## src/rtl/uart_dma_pkg.sv

```systemverilog
package uart_dma_pkg;
   localparam int unsigned THR_W  = 6;
   localparam int unsigned RX_LSB = 16;
   localparam int unsigned TX_LSB = 8;
   localparam int unsigned RXEN_B = 1;
   localparam int unsigned TXEN_B = 0;

   typedef struct packed {
      logic [THR_W-1:0] rx_thr;
      logic [THR_W-1:0] tx_thr;
      logic             rx_en;
      logic             tx_en;
   } dma_cfg_t;
endpackage

```

## src/rtl/uart_dma_cfg.sv

```systemverilog
module uart_dma_cfg
   import uart_dma_pkg::*;
#(
   parameter int unsigned WORD_W = 32
) (
   input  logic              clk,
   input  logic              rst_n,
   input  logic              we_i,
   input  logic [WORD_W-1:0] wdata_i,
   output logic [WORD_W-1:0] rdata_o,
   output dma_cfg_t          cfg_o
);
   initial begin
      assert (WORD_W >= RX_LSB + THR_W)
         else $error("configuration word too narrow");
   end

   dma_cfg_t cfg_q;

   always_ff @(posedge clk or negedge rst_n) begin
      if (!rst_n) begin
         cfg_q <= '0;
      end else if (we_i) begin
         cfg_q.rx_thr <= wdata_i[RX_LSB +: THR_W];
         cfg_q.tx_thr <= wdata_i[TX_LSB +: THR_W];
         cfg_q.rx_en  <= wdata_i[RXEN_B];
         cfg_q.tx_en  <= wdata_i[TXEN_B];
      end
   end

   always_comb begin
      rdata_o                   = '0;
      rdata_o[RX_LSB +: THR_W]  = cfg_q.rx_thr;
      rdata_o[TX_LSB +: THR_W]  = cfg_q.tx_thr;
      rdata_o[RXEN_B]           = cfg_q.rx_en;
      rdata_o[TXEN_B]           = cfg_q.tx_en;
   end

   assign cfg_o = cfg_q;
endmodule

```

## src/rtl/uart_dma_chan.sv

```systemverilog
module uart_dma_chan #(
   parameter int unsigned DEPTH = 32,
   parameter int unsigned LVL_W = 6,
   parameter int unsigned THR_W = 6,
   parameter bit          IS_RX = 1'b1
) (
   input  logic             clk,
   input  logic             rst_n,
   input  logic             en_i,
   input  logic [THR_W-1:0] thr_i,
   input  logic [LVL_W-1:0] level_i,
   input  logic             ack_i,
   input  logic             cpu_stb_i,
   output logic             req_o,
   output logic             stb_o
);
   localparam int unsigned CW = ((THR_W > LVL_W) ? THR_W : LVL_W) + 1;

   initial begin
      assert (DEPTH >= 2) else $error("DEPTH too small");
      assert (DEPTH < (2 ** LVL_W)) else $error("LVL_W too narrow");
   end

   logic [CW-1:0] thr_eff;
   logic [CW-1:0] lvl_x;
   logic          start;
   logic          stop;
   logic          active_q;
   logic          active_d;

   always_comb begin
      lvl_x   = CW'(level_i);
      thr_eff = (CW'(thr_i) > CW'(DEPTH)) ? CW'(DEPTH) : CW'(thr_i);
   end

   generate
      if (IS_RX) begin : g_rx
         always_comb begin
            start = lvl_x > thr_eff;
            stop  = lvl_x == '0;
         end
      end else begin : g_tx
         always_comb begin
            start = lvl_x < thr_eff;
            stop  = lvl_x == CW'(DEPTH);
         end
      end
   endgenerate

   always_comb active_d = en_i && (active_q ? !stop : start);

   always_ff @(posedge clk or negedge rst_n) begin
      if (!rst_n) active_q <= 1'b0;
      else        active_q <= active_d;
   end

   assign req_o = active_q && en_i;
   assign stb_o = cpu_stb_i || (ack_i && req_o);

   // Re-enable after a disable cycle must not revive a held request
   p_reenable_low_r7: assert property (@(posedge clk) disable iff (!rst_n)
      (!$past(en_i) && en_i) |-> !req_o);

   generate
      if (IS_RX) begin : g_rx_chk
         p_rx_start_r3: assert property (@(posedge clk) disable iff (!rst_n)
            $rose(req_o) |-> ($past(lvl_x) > $past(thr_eff)));
         p_rx_hold_r4: assert property (@(posedge clk) disable iff (!rst_n)
            (req_o && level_i != '0) |=> (req_o || !en_i));
      end else begin : g_tx_chk
         p_tx_start_r5: assert property (@(posedge clk) disable iff (!rst_n)
            $rose(req_o) |-> ($past(lvl_x) < $past(thr_eff)));
         p_tx_hold_r6: assert property (@(posedge clk) disable iff (!rst_n)
            (req_o && lvl_x != CW'(DEPTH)) |=> (req_o || !en_i));
      end
   endgenerate
endmodule

```

## src/rtl/uart_dma_req_ctrl.sv

```systemverilog
module uart_dma_req_ctrl
   import uart_dma_pkg::*;
#(
   parameter int unsigned DEPTH  = 32,
   parameter int unsigned WORD_W = 32,
   parameter int unsigned LVL_W  = $clog2(DEPTH + 1)
) (
   input  logic              clk,
   input  logic              rst_n,
   input  logic              cfg_we,
   input  logic [WORD_W-1:0] cfg_wdata,
   output logic [WORD_W-1:0] cfg_rdata,
   input  logic              data_rd,
   input  logic              data_wr,
   input  logic [LVL_W-1:0]  rx_level,
   input  logic [LVL_W-1:0]  tx_level,
   input  logic              rx_dma_ack,
   input  logic              tx_dma_ack,
   output logic              rx_dma_req,
   output logic              tx_dma_req,
   output logic              rx_pop,
   output logic              tx_push
);
   initial begin
      assert (DEPTH < (2 ** THR_W)) else $error("DEPTH exceeds trigger field");
   end

   dma_cfg_t cfg;

   uart_dma_cfg #(.WORD_W(WORD_W)) i_cfg (
      .clk     (clk),
      .rst_n   (rst_n),
      .we_i    (cfg_we),
      .wdata_i (cfg_wdata),
      .rdata_o (cfg_rdata),
      .cfg_o   (cfg)
   );

   uart_dma_chan #(.DEPTH(DEPTH), .LVL_W(LVL_W), .THR_W(THR_W), .IS_RX(1'b1)) i_rx (
      .clk       (clk),
      .rst_n     (rst_n),
      .en_i      (cfg.rx_en),
      .thr_i     (cfg.rx_thr),
      .level_i   (rx_level),
      .ack_i     (rx_dma_ack),
      .cpu_stb_i (data_rd),
      .req_o     (rx_dma_req),
      .stb_o     (rx_pop)
   );

   uart_dma_chan #(.DEPTH(DEPTH), .LVL_W(LVL_W), .THR_W(THR_W), .IS_RX(1'b0)) i_tx (
      .clk       (clk),
      .rst_n     (rst_n),
      .en_i      (cfg.tx_en),
      .thr_i     (cfg.tx_thr),
      .level_i   (tx_level),
      .ack_i     (tx_dma_ack),
      .cpu_stb_i (data_wr),
      .req_o     (tx_dma_req),
      .stb_o     (tx_push)
   );

   // An acknowledge with its request high always yields a strobe
   p_ack_strobe_r10: assert property (@(posedge clk) disable iff (!rst_n)
      ((rx_dma_ack && rx_dma_req) |-> rx_pop) and ((tx_dma_ack && tx_dma_req) |-> tx_push));
endmodule

```

## config.mk

```make
export PLATFORM = sky130hd
export DESIGN_NAME = uart_dma_req_ctrl
export DESIGN_NICKNAME = d
export VERILOG_FILES = /design/src/rtl/uart_dma_pkg.sv /design/src/rtl/uart_dma_cfg.sv /design/src/rtl/uart_dma_chan.sv /design/src/rtl/uart_dma_req_ctrl.sv
export SDC_FILE = /design/constraint.sdc
export NUM_CORES = 1
export LEC_CHECK = 0
export BUFFER_PORTS_ARGS = -buffer_cell sky130_fd_sc_hd__buf_4
export CAP_MARGIN = 15
export CELL_PAD_IN_SITES_DETAIL_PLACEMENT = 1
export CELL_PAD_IN_SITES_GLOBAL_PLACEMENT = 2
export CORE_AREA = 2 2 57 112
export CTS_CLUSTER_DIAMETER = 80
export DETAILED_ROUTE_END_ITERATION = 8
export DIE_AREA = 0 0 59 114
export PLACE_DENSITY = 0.8
export SYNTH_ARGS = -nofsm -noshare
export SYNTH_HDL_FRONTEND = slang
export SYNTH_HIERARCHICAL = 1
export SYNTH_SLANG_ARGS = --single-unit
export TNS_END_PERCENT = 20
```

## constraint.sdc

```tcl
create_clock -name clk -period 1.5 [get_ports clk]
set_input_delay 0 -clock clk [delete_from_list [all_inputs] [get_ports clk]]
set_output_delay 0 -clock clk [all_outputs]
set_load 0.1 [all_outputs]
```

==> results by group <==
Cells and area
  • Fill cell count: 690
  • Most frequent cells in the layout: 53 x buf_4, 18 x conb_1, 16 x dfrtp_1
  • Seq. cell area: 400.4 um^2
  • Fraction of layout cells with a size suffix above 1: 0.5238
  • # nets final: 232
  • Final core utilization: 0.2926
  • Finished Layout Cells: 231
  • # diodes: 0
  • Layout Area Growth over Synthesis: 45.83%
  • Multi-input logic area: 640.6 um^2
  • Most common cell after layout, fill and taps aside: buf_4

STA
  • Final hold vios: 0
  • Final setup viols: 0
  • Period utilization: 0.9911
  • Max Slew Vio Count: 0
  • Fmax: 0.6727 GHz
  • Min Tclk post-route: 1.487 ns
  • Worst Skew: 0.003686 ns
  • Unrepaired setup endpoints after global routing: true

Critical path
  • Worst EP arrival: 1.61 ns
  • Worst Path Required: 1.63 ns
  • Reg2reg path depth: 6
  • Crit start category: register
  • CP Capture Type: register
  • Crit path max fanout: 5
  • Worst setup path class: reg2reg

CTS
  • H-tree levels: 1
  • Worst skew pair latency: 0.24 ns
  • Clk buf depth: 2
  • CTS buffer count: 3
  • TritonCTS clock tree: yes
  • Clock sink total: 16
  • CTS clk-pin slew, worst paths: 0.05 ns
  • CTS Root Buffer Type: clkbuf_16

Floorplanning
  • Die area: 6726 um^2
  • Num rows: 40
  • Core area: 5906 um^2
  • IO Pins: 87
  • Starting Density: 0.2006
  • Die Ht: 114 um
  • Die width: 59 um

GRT
  • Initial antenna violation count: 0
  • Total track usage: 0.08715
  • Gr ovfl total: 0
  • Largest net degree at the start of global routing: 17
  • Global-route wire length before repair: 4.581 mm
  • Vias in the first global route: 1048

Power and ir drop
  • P_leak: 0.8270 nW
  • Max rail drop VDD: 0.0006999 V
  • Pwr dens: 1194 nW/um^2

Synthesis
  • Register bit total from synthesis: 16
  • Synth unique cells: 25
  • Yosys warns: 6
  • Avg Inst Size Synth: 10.21 um^2
  • Post-synthesis cell count: 116
  • Cell taking the most area after synthesis: dfrtp_1
  • Seq/Total Area, Yosys: 0.3379
  • Mapped Area: 1185 um^2
  • Area contributors post-synth: dfrtp_1 34%, buf_4 20%, mux2_2 13%
  • Yosys top cell area share: 0.3379

Worst hold path
  • Hold Crit Depth: 2
  • Tightest Hold Check Type: in2reg

Place
  • Routability congestion estimate: 0.7014
  • Placed cells: 215
  • Final HPWL DP: 2.297 mm
  • # port buffers: 50

Routing
  • Total Wirelength: 2.820 mm
  • Initial drt markers: 15
  • Drt pass-1 iters: 2
  • Wirelength per Cell: 12.21 um
  • Number of nets with antenna violations after routing: 0
  • Drt drc: 0
  • Via count: 943
  • DR vias/cell: 4.082

Job
  • Max-Cap Viols: 0

Status
  • Status: finished, final reports clean
[metal layers]
layer	GRT usage	wire [um]
met4	0.01970	8
met2	0.1511	1482
met3	0.02608	200
met1	0.1030	1129
met5	0	0
[path summary, 6_finish.rpt]
| kind | from | to | slack [ns] |
|---|---|---|---|
| worst max-delay path | i_cfg/cfg_o[13]$_DFFE_PN0P_ | i_rx/active_q$_DFF_PN0_ | 0.01 |
| worst min-delay path | cfg_wdata[1] | i_cfg/cfg_o[1]$_DFFE_PN0P_ | 0.002 |
| worst max register to register | i_cfg/cfg_o[13]$_DFFE_PN0P_ | i_rx/active_q$_DFF_PN0_ | 0.01 |
| worst min register to register | i_cfg/cfg_o[4]$_DFFE_PN0P_ | i_cfg/cfg_o[4]$_DFFE_PN0P_ | 0.54 |
| max in group asynchronous | rst_n | i_cfg/cfg_o[10]$_DFFE_PN0P_ | 1.16 |
| min in group asynchronous | rst_n | i_cfg/cfg_o[3]$_DFFE_PN0P_ | 0.15 |
[Yosys cell counts]
cell type / n
buf_4: 32
dfrtp_1: 16
mux2_2: 14
ha_1: 11
nand2_1: 11
nor2_1: 5
inv_1: 4
a21oi_1: 3
a21o_1: 2
and2_1: 2
nand4_1: 2
a211oi_1: 1
a22o_1: 1
a311oi_1: 1
buf_6: 1
conb_1: 1
nor2b_1: 1
nor3b_1: 1
nor4_2: 1
o211ai_1: 1
o21ai_0: 1
o21ai_1: 1
o221ai_1: 1
o31ai_2: 1
or4b_4: 1
[timing repair]
action | CTS | global route
gates resized for setup | 2 | 10
endpoints found under the hold margin | 27 | 0
buffers inserted | 0 | 1
pin swaps | 0 | 6
setup endpoints to repair | 2 | 2
hold buffers | 12 | 0
[sequential cells by signal (all words and copies together) (netlist names)]
register / count
i_tx/active_q: 1
i_rx/active_q: 1
i_cfg/cfg_o: 14
[worst max-delay path, cell delays in order (launching register included)]
cell and delay [ns]:
dfrtp_1 0.39, inv_2 0.12, nand2_2 0.06, ha_1 0.29
nand4_1 0.15, o221ai_1 0.16, a22o_1 0.21
[area by class of cell]
class,instances,share of cell area
Multi-Input combinational cell,80,0.3707
Timing Repair Buffer,65,0.2998
Sequential cell,16,0.2317
Tap cell,63,0.04562
Clock buffer,3,0.04345
Inverter,4,0.008689
[metrics by stage]
stage	hold slack, ns	setup slack, ns	cell area (um^2)	setup TNS [ns]	power (W)
2_1_floorplan	-0.2956	-0.1059	1252	-0.1059	0.001383
3_5_place_dp	-0.1284	-0.01753	1470	-0.01753	0.001511
4_1_cts	0.001336	0.02880	1665	0	0.002052
6_report	0.001559	0.01335	1728	0	0.002063
5_1_grt	0.001206	-0.1021	1728	-0.1709	0.002178
3_3_place_gp	-0.1298	0.01675	1470	0	0.001494
[cell families (layout without fill, tap and decap cells)]
logic type      after synthesis  count (layout)  synth area share
buf+inv                      37              72            0.2249
compound gates               13              13           0.07919
simple gates                 24              24            0.1056
other cells                   1              18          0.003165
fa+ha+maj                    11              11            0.1162
flops                        16              16            0.3379
mux                          14              14            0.1331
[report_power, final]
group / switching, W / internal [W]
registers: 0.0000415 / 0.000487
logic: 0.000757 / 0.000273
clock network: 0.000155 / 0.000349
Note: power is estimated with default switching activity, not from simulation.
